File: src/rtl/regxfer_pkg.sv
package regxfer_pkg;

   typedef enum logic {
      XS_IDLE = 1'b0,
      XS_BUSY = 1'b1
   } xfer_state_e;

   typedef struct packed {
      logic rsvd;
      logic special;
   } idx_class_t;

   localparam int unsigned BA_SEL  = 0;
   localparam int unsigned BA_DATA = 1;
   localparam int unsigned BA_STAT = 2;

endpackage

File: src/rtl/regxfer_idx_decode.sv
module regxfer_idx_decode
   import regxfer_pkg::*;
#(
   parameter int unsigned IDX_W       = 5,
   parameter int unsigned LAST_DIRECT = 18,
   parameter int unsigned SPECIAL_IDX = 20
) (
   input  logic [IDX_W-1:0] idx,
   output idx_class_t       cls
);
   localparam int unsigned NUM_IDX = 1 << IDX_W;

   generate
      if (LAST_DIRECT >= NUM_IDX || SPECIAL_IDX >= NUM_IDX || SPECIAL_IDX <= LAST_DIRECT) begin : g_bad_map
         $error("regxfer_idx_decode: index map does not fit IDX_W");
      end
   endgenerate

   logic [NUM_IDX-1:0] valid_map;
   logic [NUM_IDX-1:0] special_map;

   for (genvar g = 0; g < NUM_IDX; g++) begin : g_map
      assign valid_map[g]   = (g <= LAST_DIRECT) || (g == SPECIAL_IDX);
      assign special_map[g] = (g == SPECIAL_IDX);
   end

   assign cls.rsvd    = ~valid_map[idx];
   assign cls.special = special_map[idx];

endmodule

File: src/rtl/regxfer_seq.sv
module regxfer_seq
   import regxfer_pkg::*;
(
   input  logic clk,
   input  logic rst_n,
   input  logic sel_wr,
   input  logic halted,
   input  logic rsvd,
   input  logic rf_ack,
   output logic busy,
   output logic ready,
   output logic start,
   output logic done,
   output logic rf_req
);
   xfer_state_e state_q;
   logic        ready_q;

   assign busy   = (state_q == XS_BUSY);
   assign start  = sel_wr & halted & ~busy;
   assign done   = busy & (rsvd | rf_ack);
   assign rf_req = busy & ~rsvd;
   assign ready  = ready_q;

   always_ff @(posedge clk or negedge rst_n) begin
      if (!rst_n) begin
         state_q <= XS_IDLE;
         ready_q <= 1'b0;
      end else if (start) begin
         state_q <= XS_BUSY;
         ready_q <= 1'b0;
      end else if (done) begin
         state_q <= XS_IDLE;
         ready_q <= 1'b1;
      end
   end

   a_r2_start_clears_ready: assert property (@(posedge clk) disable iff (!rst_n)
      start |=> (busy && !ready));
   a_r3_req_holds: assert property (@(posedge clk) disable iff (!rst_n)
      (rf_req && !rf_ack) |=> rf_req);
   a_r3_no_ready_in_flight: assert property (@(posedge clk) disable iff (!rst_n)
      rf_req |-> !ready);
   a_r4_ready_after_ack: assert property (@(posedge clk) disable iff (!rst_n)
      (rf_req && rf_ack) |=> (ready && !rf_req));
   a_r7_rsvd_single_cycle: assert property (@(posedge clk) disable iff (!rst_n)
      (busy && rsvd) |=> (!busy && ready));

endmodule

File: src/rtl/regxfer_datapath.sv
module regxfer_datapath #(
   parameter int unsigned DATA_W          = 32,
   parameter int unsigned CTRL_LSB        = 24,
   parameter int unsigned CTRL_W          = 2,
   parameter int unsigned MASK_BIT        = 0,
   parameter bit          SPECIAL_MASK_EN = 1'b1
) (
   input  logic              clk,
   input  logic              rst_n,
   input  logic              data_wr,
   input  logic [DATA_W-1:0] wdata,
   input  logic              busy,
   input  logic              done,
   input  logic              xfer_we,
   input  logic              rsvd,
   input  logic              special,
   input  logic [DATA_W-1:0] rf_rdata,
   output logic [DATA_W-1:0] data_q,
   output logic [DATA_W-1:0] rf_wdata
);
   generate
      if (CTRL_LSB + CTRL_W > DATA_W || MASK_BIT >= DATA_W || CTRL_W == 0) begin : g_bad_fields
         $error("regxfer_datapath: special-word fields exceed DATA_W");
      end
   endgenerate

   localparam logic [DATA_W-1:0] CTRL_FIELD =
      {{(DATA_W-CTRL_W){1'b0}}, {CTRL_W{1'b1}}} << CTRL_LSB;
   localparam logic [DATA_W-1:0] MASK_FIELD =
      {{(DATA_W-1){1'b0}}, 1'b1} << MASK_BIT;
   localparam logic [DATA_W-1:0] SPEC_MASK = CTRL_FIELD | MASK_FIELD;

   logic [DATA_W-1:0] rd_shaped;
   logic [DATA_W-1:0] wr_shaped;

   generate
      if (SPECIAL_MASK_EN) begin : g_masked
         assign rd_shaped = special ? (rf_rdata & SPEC_MASK) : rf_rdata;
         assign wr_shaped = special ? (data_q & SPEC_MASK) : data_q;
      end else begin : g_plain
         assign rd_shaped = rf_rdata;
         assign wr_shaped = data_q;
      end
   endgenerate

   assign rf_wdata = wr_shaped;

   always_ff @(posedge clk or negedge rst_n) begin
      if (!rst_n) begin
         data_q <= '0;
      end else if (done && !xfer_we) begin
         data_q <= rsvd ? '0 : rd_shaped;
      end else if (data_wr && !busy) begin
         data_q <= wdata;
      end
   end

   a_r10_hold_in_flight: assert property (@(posedge clk) disable iff (!rst_n)
      (busy && !done) |=> $stable(data_q));
   a_r5_write_keeps_data: assert property (@(posedge clk) disable iff (!rst_n)
      (done && xfer_we) |=> $stable(data_q));

endmodule

File: src/rtl/regxfer_ctrl.sv
module regxfer_ctrl
   import regxfer_pkg::*;
#(
   parameter int unsigned DATA_W      = 32,
   parameter int unsigned ADDR_W      = 2,
   parameter int unsigned IDX_W       = 5,
   parameter int unsigned DIR_BIT     = 16,
   parameter int unsigned LAST_DIRECT = 18,
   parameter int unsigned SPECIAL_IDX = 20,
   parameter int unsigned CTRL_LSB    = 24,
   parameter int unsigned CTRL_W      = 2,
   parameter int unsigned MASK_BIT    = 0
) (
   input  logic              clk,
   input  logic              rst_n,
   input  logic              bus_wr,
   input  logic [ADDR_W-1:0] bus_addr,
   input  logic [DATA_W-1:0] bus_wdata,
   output logic [DATA_W-1:0] bus_rdata,
   input  logic              core_halted,
   output logic              rf_req,
   output logic              rf_we,
   output logic [IDX_W-1:0]  rf_idx,
   output logic [DATA_W-1:0] rf_wdata,
   input  logic [DATA_W-1:0] rf_rdata,
   input  logic              rf_ack,
   output logic              xfer_ready
);
   generate
      if (DIR_BIT >= DATA_W || DIR_BIT < IDX_W || ADDR_W < 2) begin : g_bad_sel
         $error("regxfer_ctrl: selector layout does not fit the bus");
      end
   endgenerate

   localparam logic [ADDR_W-1:0] A_SEL  = ADDR_W'(BA_SEL);
   localparam logic [ADDR_W-1:0] A_DATA = ADDR_W'(BA_DATA);
   localparam logic [ADDR_W-1:0] A_STAT = ADDR_W'(BA_STAT);

   logic             sel_wr, data_wr;
   logic             busy, start, done;
   logic [IDX_W-1:0] idx_q;
   logic             we_q;
   idx_class_t       cls;
   logic [DATA_W-1:0] data_q;

   assign sel_wr  = bus_wr && (bus_addr == A_SEL);
   assign data_wr = bus_wr && (bus_addr == A_DATA);

   always_ff @(posedge clk or negedge rst_n) begin
      if (!rst_n) begin
         idx_q <= '0;
         we_q  <= 1'b0;
      end else if (start) begin
         idx_q <= bus_wdata[IDX_W-1:0];
         we_q  <= bus_wdata[DIR_BIT];
      end
   end

   regxfer_idx_decode #(
      .IDX_W      (IDX_W),
      .LAST_DIRECT(LAST_DIRECT),
      .SPECIAL_IDX(SPECIAL_IDX)
   ) i_decode (
      .idx(idx_q),
      .cls(cls)
   );

   regxfer_seq i_seq (
      .clk   (clk),
      .rst_n (rst_n),
      .sel_wr(sel_wr),
      .halted(core_halted),
      .rsvd  (cls.rsvd),
      .rf_ack(rf_ack),
      .busy  (busy),
      .ready (xfer_ready),
      .start (start),
      .done  (done),
      .rf_req(rf_req)
   );

   regxfer_datapath #(
      .DATA_W  (DATA_W),
      .CTRL_LSB(CTRL_LSB),
      .CTRL_W  (CTRL_W),
      .MASK_BIT(MASK_BIT)
   ) i_data (
      .clk     (clk),
      .rst_n   (rst_n),
      .data_wr (data_wr),
      .wdata   (bus_wdata),
      .busy    (busy),
      .done    (done),
      .xfer_we (we_q),
      .rsvd    (cls.rsvd),
      .special (cls.special),
      .rf_rdata(rf_rdata),
      .data_q  (data_q),
      .rf_wdata(rf_wdata)
   );

   assign rf_idx = idx_q;
   assign rf_we  = we_q;

   always_comb begin
      bus_rdata = '0;
      if (bus_addr == A_DATA) begin
         bus_rdata = data_q;
      end else if (bus_addr == A_STAT) begin
         bus_rdata[0] = xfer_ready;
      end
   end

   a_r3_target_stable: assert property (@(posedge clk) disable iff (!rst_n)
      (rf_req && !rf_ack) |=> ($stable(rf_idx) && $stable(rf_we)));
   a_r7_no_req_reserved: assert property (@(posedge clk) disable iff (!rst_n)
      rf_req |-> !cls.rsvd);
   a_r8_not_halted_ignored: assert property (@(posedge clk) disable iff (!rst_n)
      (sel_wr && !core_halted && !busy) |=> ($stable(xfer_ready) && !rf_req));
   a_r9_busy_sel_ignored: assert property (@(posedge clk) disable iff (!rst_n)
      (sel_wr && busy && !done) |=> (busy && $stable(idx_q)));

endmodule

File: config.mk
export PLATFORM = sky130hd
export DESIGN_NAME = regxfer_ctrl
export DESIGN_NICKNAME = d
export VERILOG_FILES = /design/src/rtl/regxfer_pkg.sv /design/src/rtl/regxfer_idx_decode.sv /design/src/rtl/regxfer_seq.sv /design/src/rtl/regxfer_datapath.sv /design/src/rtl/regxfer_ctrl.sv
export SDC_FILE = /design/constraint.sdc
export NUM_CORES = 1
export LEC_CHECK = 0
export BUFFER_PORTS_ARGS = -buffer_cell sky130_fd_sc_hd__buf_2
export CORE_ASPECT_RATIO = 1.1
export CORE_MARGIN = 3
export CORE_UTILIZATION = 47
export DETAILED_ROUTE_END_ITERATION = 7
export PLACE_DENSITY = 0.85
export SLEW_MARGIN = 20
export SYNTH_ARGS = -nofsm -noshare
export SYNTH_HDL_FRONTEND = slang
export SYNTH_SLANG_ARGS = --single-unit
File: constraint.sdc
create_clock -name clk -period 4.9 [get_ports clk]
set_clock_uncertainty 0.15 [all_clocks]
set_input_delay 0.49 -clock clk [delete_from_list [all_inputs] [get_ports clk]]
set_output_delay 0.49 -clock clk [all_outputs]
set_load 0.01 [all_outputs]
==> out/results.ini <==
[run_status]
status = completed

[placed_design]
placed_area_mm2 = 0.003057
finalWeightedCongestion = 0.8045
port_buffers = 142
dp_hpwl_mm = 4.748

[layout]
final_cell_area_mm2 = 0.003126
drive_above_1_share = 0.5253
final_common_cell = buf_2
syn2layout_area_growth_pct = 31.47
diodes = 0
final_cell_mix = buf_2, and2_1, dfrtp_1
fin_nets = 429
n_fill_cell = 397

[sta]
worst_slew_margin_rel = 0.2888
maxSlewViolCount = 0
finalHoldViolations = 0
tns_ns = 0
clock.fmax_ghz = 0.4028
period_minus_slack_ns = 2.483
rsz0062_at_grt = no
worst_pin_slew_ns = 1.067
setup_viol = 0
min_period_over_period = 0.5067

[worst_setup_path]
crit_path_end_kind = register
cp_slowest_cell = a311oi_4
cp_max_fo = 25
crit_type = register to register
arrival_ns = 2.55
critPathMaxStageDelay_ns = 0.90
start_kind = register
crit_chain = maj3_2, or2_4, a311oi_4, a221o_2
required_ns = 4.97

[synthesis]
yosysUniqueCellTypes = 30
yosysWarnings = 0
synth_fp_nets = 297
synthCells = 226
synth_seq_cells = 40
synthesis.area_mm2 = 0.002377
yosysSeqAreaShare = 0.4211
synth.avg_cell_area_um2 = 10.52

[clocking]
cts_resized = 0
clock-sinks = 40
clk_pin_slew_ns = 0.07
cts_setup_buffers = 0
ctsHoldBuffers = 0
cts_inserted_buffers = 5
cts_htree_levels = 2
clkLatencyLatePin_ns = 0.28
clockBufferDepth = 2
cts_tree = built
cts.root.buffer_cell = clkbuf_8

[global_routing]
grt_max_degree = 41
grt_pass1_vias = 2022
grt_first_pass_wirelength_mm = 9.480
overflow = 0
grt_usage = 0.2069
antenna_found_initial = 0

[detailed_routing]
vias_per_cell = 5.221
drc_errors = 0
firstDrtPassIters = 4
drt_iter0_markers = 73
wl_mm = 6.212
wire_per_inst_um = 15.08
vias = 2151
final_antenna_net_count = 0

[job]
maxCapViolations = 0

[floorplan]
core-area_mm2 = 0.004750
start_util = 0.5005
die-area_mm2 = 0.005948
pin_count = 143
die_h_um = 80.59
fp.dieW_um = 73.81
fp-row-count = 26

[power_and_ir_drop]
vdd_drop_max_mv = 0.2625
p_leak_nw = 1.696
power_density_mw_per_mm2 = 367.2

[hold_path]
min_path_type = input port to asynchronous set/reset pin

==> metal layers <==
layer | wire length (um) | track usage
met3 | 454 | 0.05882
met5 | 0 | 0
met4 | 24 | 0.03986
met2 | 3300 | 0.3652
met1 | 2432 | 0.2482
==> cells in the mapped netlist <==
cell type / count / area share
and2_1: 83 / 0.22
dfrtp_1: 40 / 0.42
a221o_2: 25 / 0.12
mux2i_1: 14 / 0.059
nand2_1: 12 / 0.019
clkbuf_1: 9 / 0.014
mux2_2: 6 / 0.028
buf_6: 4 / 0.019
nor2_1: 4 / 0.0063
buf_4: 3 / 0.0095
inv_1: 3 / 0.0047
o21ai_0: 3 / 0.0063
and2_0: 2 / 0.0053
buf_2: 2 / 0.0042
a211o_2: 1 / 0.0042
a21oi_1: 1 / 0.0021
a311oi_4: 1 / 0.011
and3_1: 1 / 0.0026
and4_1: 1 / 0.0037
maj3_2: 1 / 0.0047
nand2b_1: 1 / 0.0026
nand3b_1: 1 / 0.0032
nor2b_1: 1 / 0.0026
nor3b_4: 1 / 0.0079
o211ai_1: 1 / 0.0032
o21a_1: 1 / 0.0032
o21ai_2: 1 / 0.0037
o21bai_1: 1 / 0.0032
or2_4: 1 / 0.0037
or4_4: 1 / 0.0047
==> sequential cells by signal, summed over array words and instances (netlist names) <==
register       cells
rf_we              1
rf_idx             5
i_seq.ready        1
i_seq.busy         1
i_data.data_q     32
==> critical path: cells and delay by family (launching register included) <==
family	cells	cell delay (ns)
DFF	1	0.45
adders and majority gates	1	0.35
and+or+nand+nor	1	0.24
AOI/OAI and AO/OA	2	1.21
==> per-stage QoR <==
step	std cells	utilization	power (mW)	hold WS, ns	setup WS, ns
final	412	0.6581	1.148	0.1760	2.417
after global routing	412	0.6581	1.234	0.2348	2.258
after CTS	412	0.6581	1.162	0.1986	2.407
after detailed placement	407	0.6436	0.9694	0.3635	2.130
after global placement	407	0.6436	0.9517	0.3534	2.297
after floorplan	226	-	0.7834	0.04441	2.748
==> where the power goes <==
| part | internal [mW] | switching, mW | total [mW] |
|---|---|---|---|
| clock | 0.0917 | 0.0985 | 0.190 |
| combinational | 0.248 | 0.211 | 0.459 |
| sequential | 0.422 | 0.0774 | 0.499 |
| total | 0.761 | 0.386 | 1.15 |
==> final timing paths <==
| kind | from | to | slack (ns) | depth (start not counted) |
|---|---|---|---|---|
| min reg2reg | i_data.data_q[26]$_DFFE_PN0P_ | i_data.data_q[26]$_DFFE_PN0P_ | 0.38 | 1 |
| max in group asynchronous | rst_n | i_data.data_q[21]$_DFFE_PN0P_ | 3.88 | 1 |
| max reg2reg | rf_idx[0]$_DFFE_PN0P_ | i_data.data_q[24]$_DFFE_PN0P_ | 2.42 | 4 |
| min | rst_n | i_data.data_q[16]$_DFFE_PN0P_ | 0.18 | 1 |
| max | rf_idx[0]$_DFFE_PN0P_ | i_data.data_q[24]$_DFFE_PN0P_ | 2.42 | 4 |
| min in group clk | rf_rdata[1] | i_data.data_q[1]$_DFFE_PN0P_ | 0.28 | 2 |
==> final cells by class <==
class	instances	area, um^2	share of cell area
Inverter	3	11.26	0.003603
Timing Repair Buffer	143	718.2	0.2298
Sequential cell	40	1001	0.3203
Clock buffer	5	68.82	0.02202
Tap cell	56	70.07	0.02242
Multi-Input combinational cell	165	1256	0.4019
==> logic make-up (layout without fill, tap and decap cells) <==
logic type	Yosys count	in the layout	synth area share
mux	20	20	0.08736
buf+inv	21	151	0.05158
simple gates	109	109	0.2800
flops	40	40	0.4211
fa+ha+maj	1	1	0.004737
compound gates	35	35	0.1553
Note: power is estimated with default switching activity, not from simulation.
